[src/rtl/hit_timer_pkg.sv]
package hit_timer_pkg;
  localparam int CNT_W = 4;
  localparam int SYNC_STAGES = 2;

  typedef struct packed {
    logic clr;      // window opens: clear all
    logic totLoad;  // first rise: tot <= 1
    logic totInc;   // tot saturating increment
    logic toaLoad;  // first rise: toa <= 1
    logic toaInc;   // toa saturating increment
    logic flagSet;  // a rise was recorded
  } strobe_t;
endpackage

[src/rtl/hit_timer_satcnt.sv]
module hit_timer_satcnt #(
  parameter int Width = 4
) (
  input  logic             clk,
  input  logic             rstN,
  input  logic             clr,
  input  logic             load,
  input  logic             inc,
  output logic [Width-1:0] q
);
  localparam logic [Width-1:0] MaxVal = {Width{1'b1}};
  localparam logic [Width-1:0] OneVal = {{(Width-1){1'b0}}, 1'b1};

  always_ff @(posedge clk or negedge rstN) begin
    if (!rstN) begin
      q <= '0;
    end else if (clr) begin
      q <= '0;
    end else if (load) begin
      q <= OneVal;
    end else if (inc && (q != MaxVal)) begin
      q <= q + OneVal;
    end
  end
endmodule

[src/rtl/hit_timer_ctrl.sv]
module hit_timer_ctrl
  import hit_timer_pkg::*;
#(
  parameter int SyncStages = SYNC_STAGES
) (
  input  logic    clk,
  input  logic    rstN,
  input  logic    tickEn,
  input  logic    shutter,
  input  logic    modeCount,
  input  logic    hitIn,
  output strobe_t strb
);
  logic [SyncStages-1:0] syncQ;
  logic hitS, hitPrev, shutPrev;
  logic seen, totRun;
  logic active, openWin, riseTick, firstRise;

  // Tick-clocked synchroniser chain
  genvar gi;
  generate
    for (gi = 0; gi < SyncStages; gi++) begin : g_sync
      if (gi == 0) begin : g_first
        always_ff @(posedge clk or negedge rstN) begin
          if (!rstN) syncQ[0] <= 1'b0;
          else if (tickEn) syncQ[0] <= hitIn;
        end
      end else begin : g_next
        always_ff @(posedge clk or negedge rstN) begin
          if (!rstN) syncQ[gi] <= 1'b0;
          else if (tickEn) syncQ[gi] <= syncQ[gi-1];
        end
      end
    end
  endgenerate

  assign hitS = syncQ[SyncStages-1];

  always_ff @(posedge clk or negedge rstN) begin
    if (!rstN) begin
      hitPrev  <= 1'b0;
      shutPrev <= 1'b0;
    end else begin
      shutPrev <= shutter;
      if (tickEn) hitPrev <= hitS;
    end
  end

  assign active    = tickEn & shutter;
  assign openWin   = shutter & ~shutPrev;
  assign riseTick  = active & hitS & ~hitPrev & ~openWin;
  assign firstRise = riseTick & ~seen & ~modeCount;

  always_comb begin
    strb         = '0;
    strb.clr     = openWin;
    strb.totLoad = firstRise;
    strb.toaLoad = firstRise;
    strb.flagSet = riseTick;
    strb.totInc  = active & ~openWin &
                   ((modeCount & riseTick) | (~modeCount & totRun & hitS));
    strb.toaInc  = active & ~openWin & ~modeCount & seen;
  end

  always_ff @(posedge clk or negedge rstN) begin
    if (!rstN) begin
      seen   <= 1'b0;
      totRun <= 1'b0;
    end else if (openWin) begin
      seen   <= 1'b0;
      totRun <= 1'b0;
    end else if (active && !modeCount) begin
      if (firstRise) begin
        seen   <= 1'b1;
        totRun <= 1'b1;
      end else if (totRun && !hitS) begin
        totRun <= 1'b0;
      end
    end
  end
endmodule

[src/rtl/hit_timer_dp.sv]
module hit_timer_dp
  import hit_timer_pkg::*;
#(
  parameter int CntW = CNT_W
) (
  input  logic            clk,
  input  logic            rstN,
  input  strobe_t         strb,
  output logic [CntW-1:0] totVal,
  output logic [CntW-1:0] toaVal,
  output logic            hitFlag
);
  hit_timer_satcnt #(.Width(CntW)) u_tot (
    .clk (clk),
    .rstN(rstN),
    .clr (strb.clr),
    .load(strb.totLoad),
    .inc (strb.totInc),
    .q   (totVal)
  );

  hit_timer_satcnt #(.Width(CntW)) u_toa (
    .clk (clk),
    .rstN(rstN),
    .clr (strb.clr),
    .load(strb.toaLoad),
    .inc (strb.toaInc),
    .q   (toaVal)
  );

  always_ff @(posedge clk or negedge rstN) begin
    if (!rstN) hitFlag <= 1'b0;
    else if (strb.clr) hitFlag <= 1'b0;
    else if (strb.flagSet) hitFlag <= 1'b1;
  end
endmodule

[src/rtl/hit_timer_top.sv]
module hit_timer_top
  import hit_timer_pkg::*;
#(
  parameter int CntW       = CNT_W,
  parameter int SyncStages = SYNC_STAGES
) (
  input  logic            clk,
  input  logic            rstN,
  input  logic            tickEn,
  input  logic            shutter,
  input  logic            modeCount,
  input  logic            hitIn,
  output logic [CntW-1:0] totVal,
  output logic [CntW-1:0] toaVal,
  output logic            hitFlag
);
  strobe_t strb;

  hit_timer_ctrl #(.SyncStages(SyncStages)) u_ctrl (
    .clk      (clk),
    .rstN     (rstN),
    .tickEn   (tickEn),
    .shutter  (shutter),
    .modeCount(modeCount),
    .hitIn    (hitIn),
    .strb     (strb)
  );

  hit_timer_dp #(.CntW(CntW)) u_dp (
    .clk    (clk),
    .rstN   (rstN),
    .strb   (strb),
    .totVal (totVal),
    .toaVal (toaVal),
    .hitFlag(hitFlag)
  );
endmodule

[config.mk]
export PLATFORM = sky130hd
export DESIGN_NAME = hit_timer_top
export DESIGN_NICKNAME = d
export VERILOG_FILES = /design/src/rtl/hit_timer_pkg.sv /design/src/rtl/hit_timer_satcnt.sv /design/src/rtl/hit_timer_ctrl.sv /design/src/rtl/hit_timer_dp.sv /design/src/rtl/hit_timer_top.sv
export SDC_FILE = /design/constraint.sdc
export NUM_CORES = 1
export LEC_CHECK = 0
export CORE_MARGIN = 3
export CORE_UTILIZATION = 48
export DETAILED_ROUTE_END_ITERATION = 12
export PLACE_DENSITY = 0.86
export SLEW_MARGIN = 30
export SYNTH_ARGS = -nofsm -noshare
export SYNTH_HDL_FRONTEND = slang
export SYNTH_SLANG_ARGS = --single-unit
[constraint.sdc]
create_clock -name clk -period 1.6 [get_ports clk]
set_input_delay 0.32 -clock clk [delete_from_list [all_inputs] [get_ports clk]]
set_output_delay 0.32 -clock clk [all_outputs]
set_load 0.1 [all_outputs]
; ---- After elaboration in Yosys (flattened, before gate mapping)
; Index checks and enable logic that the tools add are counted.
; Widths: inputs -> output; s select.
[op_classes]
n_addsub = 2
eq_ne = 2
n_mux = 15
bitwise_logic = 20
reduce_logical = 14
[op_table]
columns = operator, count
row1 = $mux 4, 6
row2 = $and 1x1->1, 14
row3 = $mux 1, 9
row4 = $reduce_bool 3->1, 3
row5 = $add 4x1->4 const B, 2
row6 = $ne 4x4->1 const B, 2
row7 = $reduce_bool 2->1, 3
row8 = $not 1->1, 5
row9 = $logic_and 1x1->1, 4
row10 = $reduce_and 2->1, 2
row11 = $logic_not 1->1, 2
row12 = $or 1x1->1, 1
[totals]
register_bits = 15
output_inout_bits = 9
word_cells = 62

; ---- Depth between registers and ports, before layout
; Gate-level depths: netlist of the first run.
[logic_depth]
ltp_word = 11
mapped_depth = 5
ltp_nobuf = 5

; ---- Modules after synthesis
; Synthesis of the first run repeated with hierarchy kept, for this count alone.
[hier_totals]
hier_cells = 74
hier_area_um2 = 775.7
[by_module_without_submodules]
columns = mod, n_inst, cells_each, area_per_inst_um2
row1 = hit_timer_satcnt, 2, 22, 215.2
row2 = hit_timer_ctrl, 1, 28, 310.3
row3 = hit_timer_dp, 1, 2, 35.0

; ---- Least setup slack after synthesis of the first run
; No wires, ideal clock.
[synth_path]
path_kind = register -> register
startpoint = reg u_dp.u_tot.q[0]
endpoint = reg u_dp.u_tot.q[3]
setup_ps = 73
t_arrival_ps = 1945
required_time_ps = 1527
setup_slack_ps = -418
stages_incl_launch_ff = 6
path_buffers = 0
synth_period_minus_slack_ps = 2018
path_cell_list = dfrtp_1 -> ha_1 -> nand3_1 -> o2111ai_4 -> or3_1 -> a21oi_2
[synth_between]
elab_chain_len = 4
elab_cells_between_ends = 7
cone_classes = add/sub: 1 / eq/ne: 1 / mux: 3 / reduce/logical: 2
[synth_rtl]
columns = item, line
row1 = "start, declared", hit_timer_satcnt.sv:9  ; output logic [Width-1:0] q
row2 = "start signal, assigned", hit_timer_satcnt.sv:20  ; q <= OneVal;
row3 = "start signal, assigned", hit_timer_satcnt.sv:22  ; q <= q + OneVal;
row4 = $add 4x1->4, hit_timer_satcnt.sv:22
row5 = $mux 4, hit_timer_satcnt.sv:21  ; end else if (inc && (q != MaxVal)) begin
row6 = $mux 4, hit_timer_satcnt.sv:19  ; end else if (load) begin
row7 = $mux 4, hit_timer_satcnt.sv:17  ; end else if (clr) begin
; Several ways; a longest one is shown, not always the timed one. The select of a mux whose other input is x is not followed.
; A chain may end at the register's enable or synchronous reset.

; ---- Worst setup path in the final report of the first run
[layout_path]
startpoint = in shutter
endpoint = reg u_dp.u_toa.q[2]
[layout_between]
elab_chain_len = 8
elab_cells_between_ends = 15
cone_classes = mux: 2 / bitwise: 11 / reduce/logical: 2
[layout_rtl]
columns = item, line
row1 = "start, declared", hit_timer_top.sv:10  ; input logic shutter,
row2 = $and 1x1->1, hit_timer_ctrl.sv:49  ; assign active = tickEn & shutter;
row3 = $and 1x1->1 (3 in series), hit_timer_ctrl.sv:51  ; assign riseTick = active & hitS & ~hitPrev & ~openWin;
row4 = $and 1x1->1 (2 in series), hit_timer_ctrl.sv:52  ; assign firstRise = riseTick & ~seen & ~modeCount;
row5 = $mux 4, hit_timer_satcnt.sv:19
row6 = $mux 4, hit_timer_satcnt.sv:17
row7 = "end signal, assigned", hit_timer_satcnt.sv:20
row8 = "end signal, assigned", hit_timer_satcnt.sv:22
row9 = "end, declared", hit_timer_satcnt.sv:9
; Several ways; a longest one is shown, not always the timed one.

==> results.cfg, run 1 <==
[run_status]
outcome = complete, no violations

[floorplan]
initial_core_util_pct = 53.8
rows = 13
die-width_um = 45.4
ios = 15
dieHeight_um = 45.4
core-area_um2 = 1380
die_area_um2 = 2060

[pwr]
p_per_area_nw_per_um2 = 772
p_leak_nw = 0.484
irDropWorstVdd_uv = 596
finalPower_uw = 860

[final_layout]
syn2layout_area_growth_pct = 49.8
drive_above_1_share_pct = 43.0
fin_area_um2 = 1110
nFillCells = 88
final_nets = 102
diodes = 0
fin_cells = 108

[placement]
hpwlAfterDp_um = 1260
dp_cells = 104
placed_cell_area_um2 = 1090
gp_congestion = 0.796
io_buffers = 14

[cts]
path_clk_slew_ns = 0.09
clock_latency_ns = 0.28
cts_resized = 0
cts_hold_buf = 0
cts.path.max_buffers = 2
clock_sinks = 15
cts_tree = built
clockRootBuffer = clkbuf_4
htree_levels = 1
cts_made_buffers = 3
cts_setup_buffers = 0

[worst_setup_path]
critPathMaxFanout = 6
rr_worst_depth = 5
cp.arrival_ns = 1.71
cp-start-kind = input port
slowest_stage = clkdlybuf4s50_1
critPathMaxStageDelay_ns = 0.45
critPathCaptureType = register
crit_chain = clkdlybuf4s50_1 > and4b_2 > and3_4 > or2_1 > nor3_1
crit_type = in -> reg
cp-startpoint = shutter
r2r_start = u_dp.u_tot.q[0]$_DFFE_PN0P_
worstPathRequired_ns = 1.79

[timing]
setup_violations = 0
holdWs_ns = 0.352
clock_skew_ns = 0.00259
timing.slew.headroom_pct = 83.4
max_freq_ghz = 0.658
rsz0062_at_grt = no
period_needed_ns = 1.52
timing.final.crit_share_pct = 95.0
max_slew.worst_pin.slew_ns = 0.247
drv_slew = 0
hold_viol_final = 0

[detailed_routing]
via_count = 635
drtIter0Drc = 21
detail-route-antenna-nets = 0
vias_per_cell = 5.88
drc = 0
drtPass1Iterations = 4
wl_per_cell_um = 15.8
wl_um = 1710

[global_route]
grt_pass1_vias = 639
use_met2_pct = 35.3
use_met3_pct = 2.79
grt-ovfl-total = 0
grt_pass1_wl_um = 2970
top_usage_layer = met2
gr-usage-all-layers_pct = 19.8
grt_max_degree = 16
antenna_found_initial = 0
grt_use_met1_pct = 24.9

[logic_synthesis]
ys_types = 27
synth_top_family_by_area = simple AND/OR/NAND/NOR gates
synth_xor_area_share_pct = 3.54
ys_warn_count = 0
synth-edff-count = 0
synth_area_um2 = 743
postSynthNetCount = 75
muxShareOfSynthArea_pct = 7.24
synth_compound_area_share_pct = 11.6
synth-main-ff-cell = dfrtp_1
ys_seq_area_share_pct = 50.5
synth_area_per_cell_um2 = 11.1
synthAdderAreaFrac_pct = 3.37
synth-simple-area-share_pct = 21.0
ys_async_sr_fraction_pct = 100
ys_ff_latch = 15
syn_inst = 67

[job]
maxCapViolations = 0

[worst_hold_path]
hold_class = in -> async
==> sequential cells by signal (all words and copies together), names as in the netlist <==
signal and cells:
u_ctrl.syncQ 1, u_ctrl.seen 1, u_dp.u_toa.q 4, u_ctrl.totRun 1, u_dp.u_tot.q 4, u_ctrl.hitS 1, u_ctrl.hitPrev 1, u_ctrl.shutPrev 1
u_dp.hitFlag 1
==> cells in the mapped netlist (2+ instances only) <==
| library cell | n | area [um2] |
|---|---|---|
| a21oi_1 | 4 | 20.0 |
| and4b_2 | 2 | 22.5 |
| dfrtp_1 | 15 | 375 |
| ha_1 | 2 | 25.0 |
| inv_1 | 4 | 15.0 |
| mux2_2 | 3 | 33.8 |
| mux2i_1 | 2 | 20.0 |
| nand2_1 | 3 | 11.3 |
| nand3_1 | 5 | 25.0 |
| nor2_1 | 5 | 18.8 |
| nor2b_1 | 2 | 12.5 |
| o21ai_0 | 2 | 10.0 |
| or3_1 | 2 | 12.5 |
| xor2_1 | 3 | 26.3 |
==> final cells by class <==
type	instances	area [um2]	area share, %
flip-flops and latches	15	390	35.1
multi-input cells	47	365	32.8
inverters	4	15.0	1.35
clock buffers	4	26.3	2.36
repair buffers	23	298	26.7
well taps	15	18.8	1.69
==> report_power, final <==
part,internal (mW),switching (mW)
clock network,0.0966,0.117
logic,0.0889,0.119
registers,0.407,0.0314
total,0.592,0.268
==> layout by cell type (no fill, tap or decap), types with 2 or more instances in the layout <==
master,instances
and4b_2,2
a21oi_1,4
clkdlybuf4s50_1,5
inv_1,4
nand2_1,3
buf_4,9
dfrtp_2,6
xor2_1,3
dfrtp_4,2
dfrtp_1,7
or3_1,2
nor2b_1,2
mux2_2,3
mux2i_1,2
nand3_1,4
buf_12,9
o21ai_0,2
nor2_1,5
clkbuf_4,3
==> per-layer routing <==
metal | part of all wire (%) | up-vias | wire length, um
li1 | - | 298 | -
met4 | 1.7 | 0 | 29
met5 | 0 | - | 0
met2 | 53 | 15 | 898
met3 | 3.6 | 4 | 62
met1 | 42 | 318 | 715
==> worst max-delay path, delay by kind of cell <==
family	cells	cell delay, ns
buffers and inverters	1	0.45
and+or+nand+nor	4	0.95
==> stage by stage <==
step	setup TNS, ns	utilization [%]	setup WS (ns)
2_1_floorplan	0	-	0.0124
3_3_place_gp	-0.987	78.6	-0.168
3_5_place_dp	-1.32	78.6	-0.214
4_1_cts	0	80.5	0.0765
5_1_grt	0	80.5	0.0215
6_report	0	80.5	0.0793
==> worst paths after layout <==
path                                                to  slack (ns)
hold reg to reg                u_ctrl.hitS$_DFFE_PN0P_        0.54
min in group clk               u_ctrl.hitS$_DFFE_PN0P_        0.54
setup / recovery           u_dp.u_toa.q[2]$_DFFE_PN0P_        0.08
setup reg to reg           u_dp.u_tot.q[3]$_DFFE_PN0P_        0.11
max in group asynchronous  u_dp.u_tot.q[1]$_DFFE_PN0P_        1.05
hold / removal                u_dp.hitFlag$_DFFE_PN0P_        0.35
==> kinds of logic (layout without fill, tap and decap cells) <==
kind of cell,count (synthesis),after routing
and+or+nand+nor,26,26
DFF,15,15
AOI/OAI and AO/OA,11,11
muxes,5,5
buffers and inverters,5,31
xor gates and xnor gates,3,3
adders and majority gates,2,2
No activity file was read; power rests on OpenSTA's default activity.
==> run 2, diff against run 1 <==
ABC_AREA = 1   (was default)
CORE_UTILIZATION = 50   (was 48)
PLACE_DENSITY = 0.88   (was 0.86)
==> run 2 against run 1 <==
Net effect: final area up 5.8%; routed wire length rose by 10%; hold slack worse by 0.031 ns; critical path depth increased by 1.
==> results.cfg, run 2 <==
[worst_setup_path]
crit_chain = clkdlybuf4s50_1 > inv_1 > o21ai_0 > nand4_1 > nand3_1 > nand2_1
worstPathRequired_ns = 1.80
critPathCaptureType = register
rr_worst_depth = 5
critPathMaxFanout = 5
crit_type = in -> reg
slowest_stage = clkdlybuf4s50_1
cp-start-kind = input port
cp.arrival_ns = 1.58
critPathMaxStageDelay_ns = 0.52

[final_layout]
layout_common_cells = nand2_1 (24), inv_1 (15), nand3_1 (12)
fin_area_um2 = 1180
drive_above_1_share_pct = 32.0
syn2layout_area_growth_pct = 42.9
final_common_cell = nand2_1
largestRegisters = u_dp.u_toa.q: 4 flops, u_dp.u_tot.q: 4 flops
nFillCells = 102
diodes = 0
multi_input_area_um2 = 393
regArea_um2 = 384
final_nets = 134

[placement]
gp_congestion = 0.860
placed_cell_area_um2 = 1150
hpwlAfterDp_um = 1530
io_buffers = 14

[cts]
cts_resized = 0
cts_made_buffers = 3
cts_tree = built
clock_sinks = 15
cts_hold_buf = 0
path_clk_slew_ns = 0.10
clock_latency_ns = 0.30
htree_levels = 1
clockRootBuffer = clkbuf_4
cts_setup_buffers = 0
cts.path.max_buffers = 2

[timing]
setup_tns_ns = 0
max_freq_ghz = 0.724
setup_violations = 0
drv_slew = 0
hold_viol_final = 0
rsz0062_at_grt = no
timing.final.crit_share_pct = 86.3
timing.slew.headroom_pct = 84.0
period_needed_ns = 1.38
max_slew.worst_pin.slew_ns = 0.240
clock_skew_ns = 0.0157

[detailed_routing]
drtPass1Iterations = 4
detail-route-antenna-nets = 0
drc = 0
via_count = 764
wl_per_cell_um = 13.3
route.met3.wl_um = 99
drtIter0Drc = 17
met1Wirelength_um = 758
dr.max_layer_used = met4
wl_um = 1880
vias_per_cell = 5.42
met2_length_um = 961

[global_route]
antenna_found_initial = 0
grt-ovfl-total = 0
gr-usage-all-layers_pct = 22.5
grt_pass1_vias = 718
grt_max_degree = 16
grt_pass1_wl_um = 3250

[run_status]
outcome = complete, no violations

[floorplan]
die_area_um2 = 2170
ios = 15
core-area_um2 = 1520
initial_core_util_pct = 54.1
die-width_um = 46.6
dieHeight_um = 46.6
rows = 14

[logic_synthesis]
ys_top_cells_by_area = dfrtp_1 (46%), nand2_1 (11%), nand3_1 (7.3%)
syn_inst = 98
synth_top_cells_by_count = nand2_1 (24), dfrtp_1 (15), inv_1 (15)
synth_largest_area_cell = dfrtp_1
synth_area_um2 = 825
yosysMostFrequentCell = nand2_1
ys_async_sr_fraction_pct = 100
ys_warn_count = 0
synth_top_area_share_pct = 45.5
synth_area_per_cell_um2 = 8.41
ys_ff_latch = 15
synth-edff-count = 0
synth-main-ff-cell = dfrtp_1
postSynthNetCount = 106
ys_types = 19
ys_seq_area_share_pct = 45.5

[pwr]
p_leak_nw = 0.579
p_per_area_nw_per_um2 = 807
irDropWorstVdd_uv = 628

[job]
maxCapViolations = 0

[worst_hold_path]
hold_class = in -> async
-- run 2: worst max-delay path, delay by kind of cell --
family          cells  cell delay [ns]
buf+inv             2             0.58
compound gates      1             0.21
simple gates        3             0.47
-- run 2: cell type report --
cell class / instances / share of cell area (%)
Multi-Input combinational cell: 68 / 33.3
Inverter: 15 / 4.78
Timing Repair Buffer: 23 / 25.3
Clock inverter: 1 / 0.425
Tap cell: 16 / 1.70
Clock buffer: 3 / 1.91
Sequential cell: 15 / 32.6
-- run 2: path summary, 6_finish.rpt --
check | start | to | slack [ns]
max in group asynchronous | rstN | u_dp.u_toa.q[0]$_DFFE_PN0P_ | 1.07
worst min register to register | u_ctrl.syncQ[0]$_DFFE_PN0P_ | u_ctrl.hitS$_DFFE_PN0P_ | 0.47
min in group clk | u_ctrl.syncQ[0]$_DFFE_PN0P_ | u_ctrl.hitS$_DFFE_PN0P_ | 0.47
worst max-delay path | modeCount | u_dp.u_tot.q[3]$_DFFE_PN0P_ | 0.22
worst max register to register | u_dp.u_tot.q[0]$_DFFE_PN0P_ | u_dp.u_tot.q[3]$_DFFE_PN0P_ | 0.24
worst min-delay path | rstN | u_ctrl.hitS$_DFFE_PN0P_ | 0.32
-- run 2: logic make-up (layout without fill, tap and decap cells) --
family,after synthesis,after routing,share of synthesized area [%]
flops,15,15,45.5
fa+ha+maj,2,2,3.03
buf+inv,15,42,6.83
xor+xnor,1,1,1.06
mux,1,1,1.37
compound gates,8,8,6.52
simple gates,56,56,35.7
-- run 2: where the power goes --
| group | internal [mW] | total [mW] | switching (mW) |
|---|---|---|---|
| Clock | 0.0934 | 0.224 | 0.130 |
| Combinational | 0.107 | 0.283 | 0.176 |
| Sequential | 0.408 | 0.444 | 0.0360 |
| Total | 0.608 | 0.951 | 0.342 |
-- run 2: metal layers --
layer  global-route usage [%]  vias up
met5                        0        -
met1                     26.7      360
met3                     8.98        6
met4                     13.8        0
met2                     33.8       20
li1                         -      378
-- run 2: per-stage QoR --
stage	setup slack (ns)	hold slack, ns	util [%]	std cells	total power, mW
CTS	0.210	0.327	77.3	141	0.958
floorplan	-0.0300	0.0244	-	98	0.604
global placement	-0.0416	0.457	75.5	137	0.724
detailed placement	-0.110	0.476	75.5	137	0.736
finish	0.220	0.322	77.3	141	0.951
global route	0.0757	0.334	77.3	141	0.991
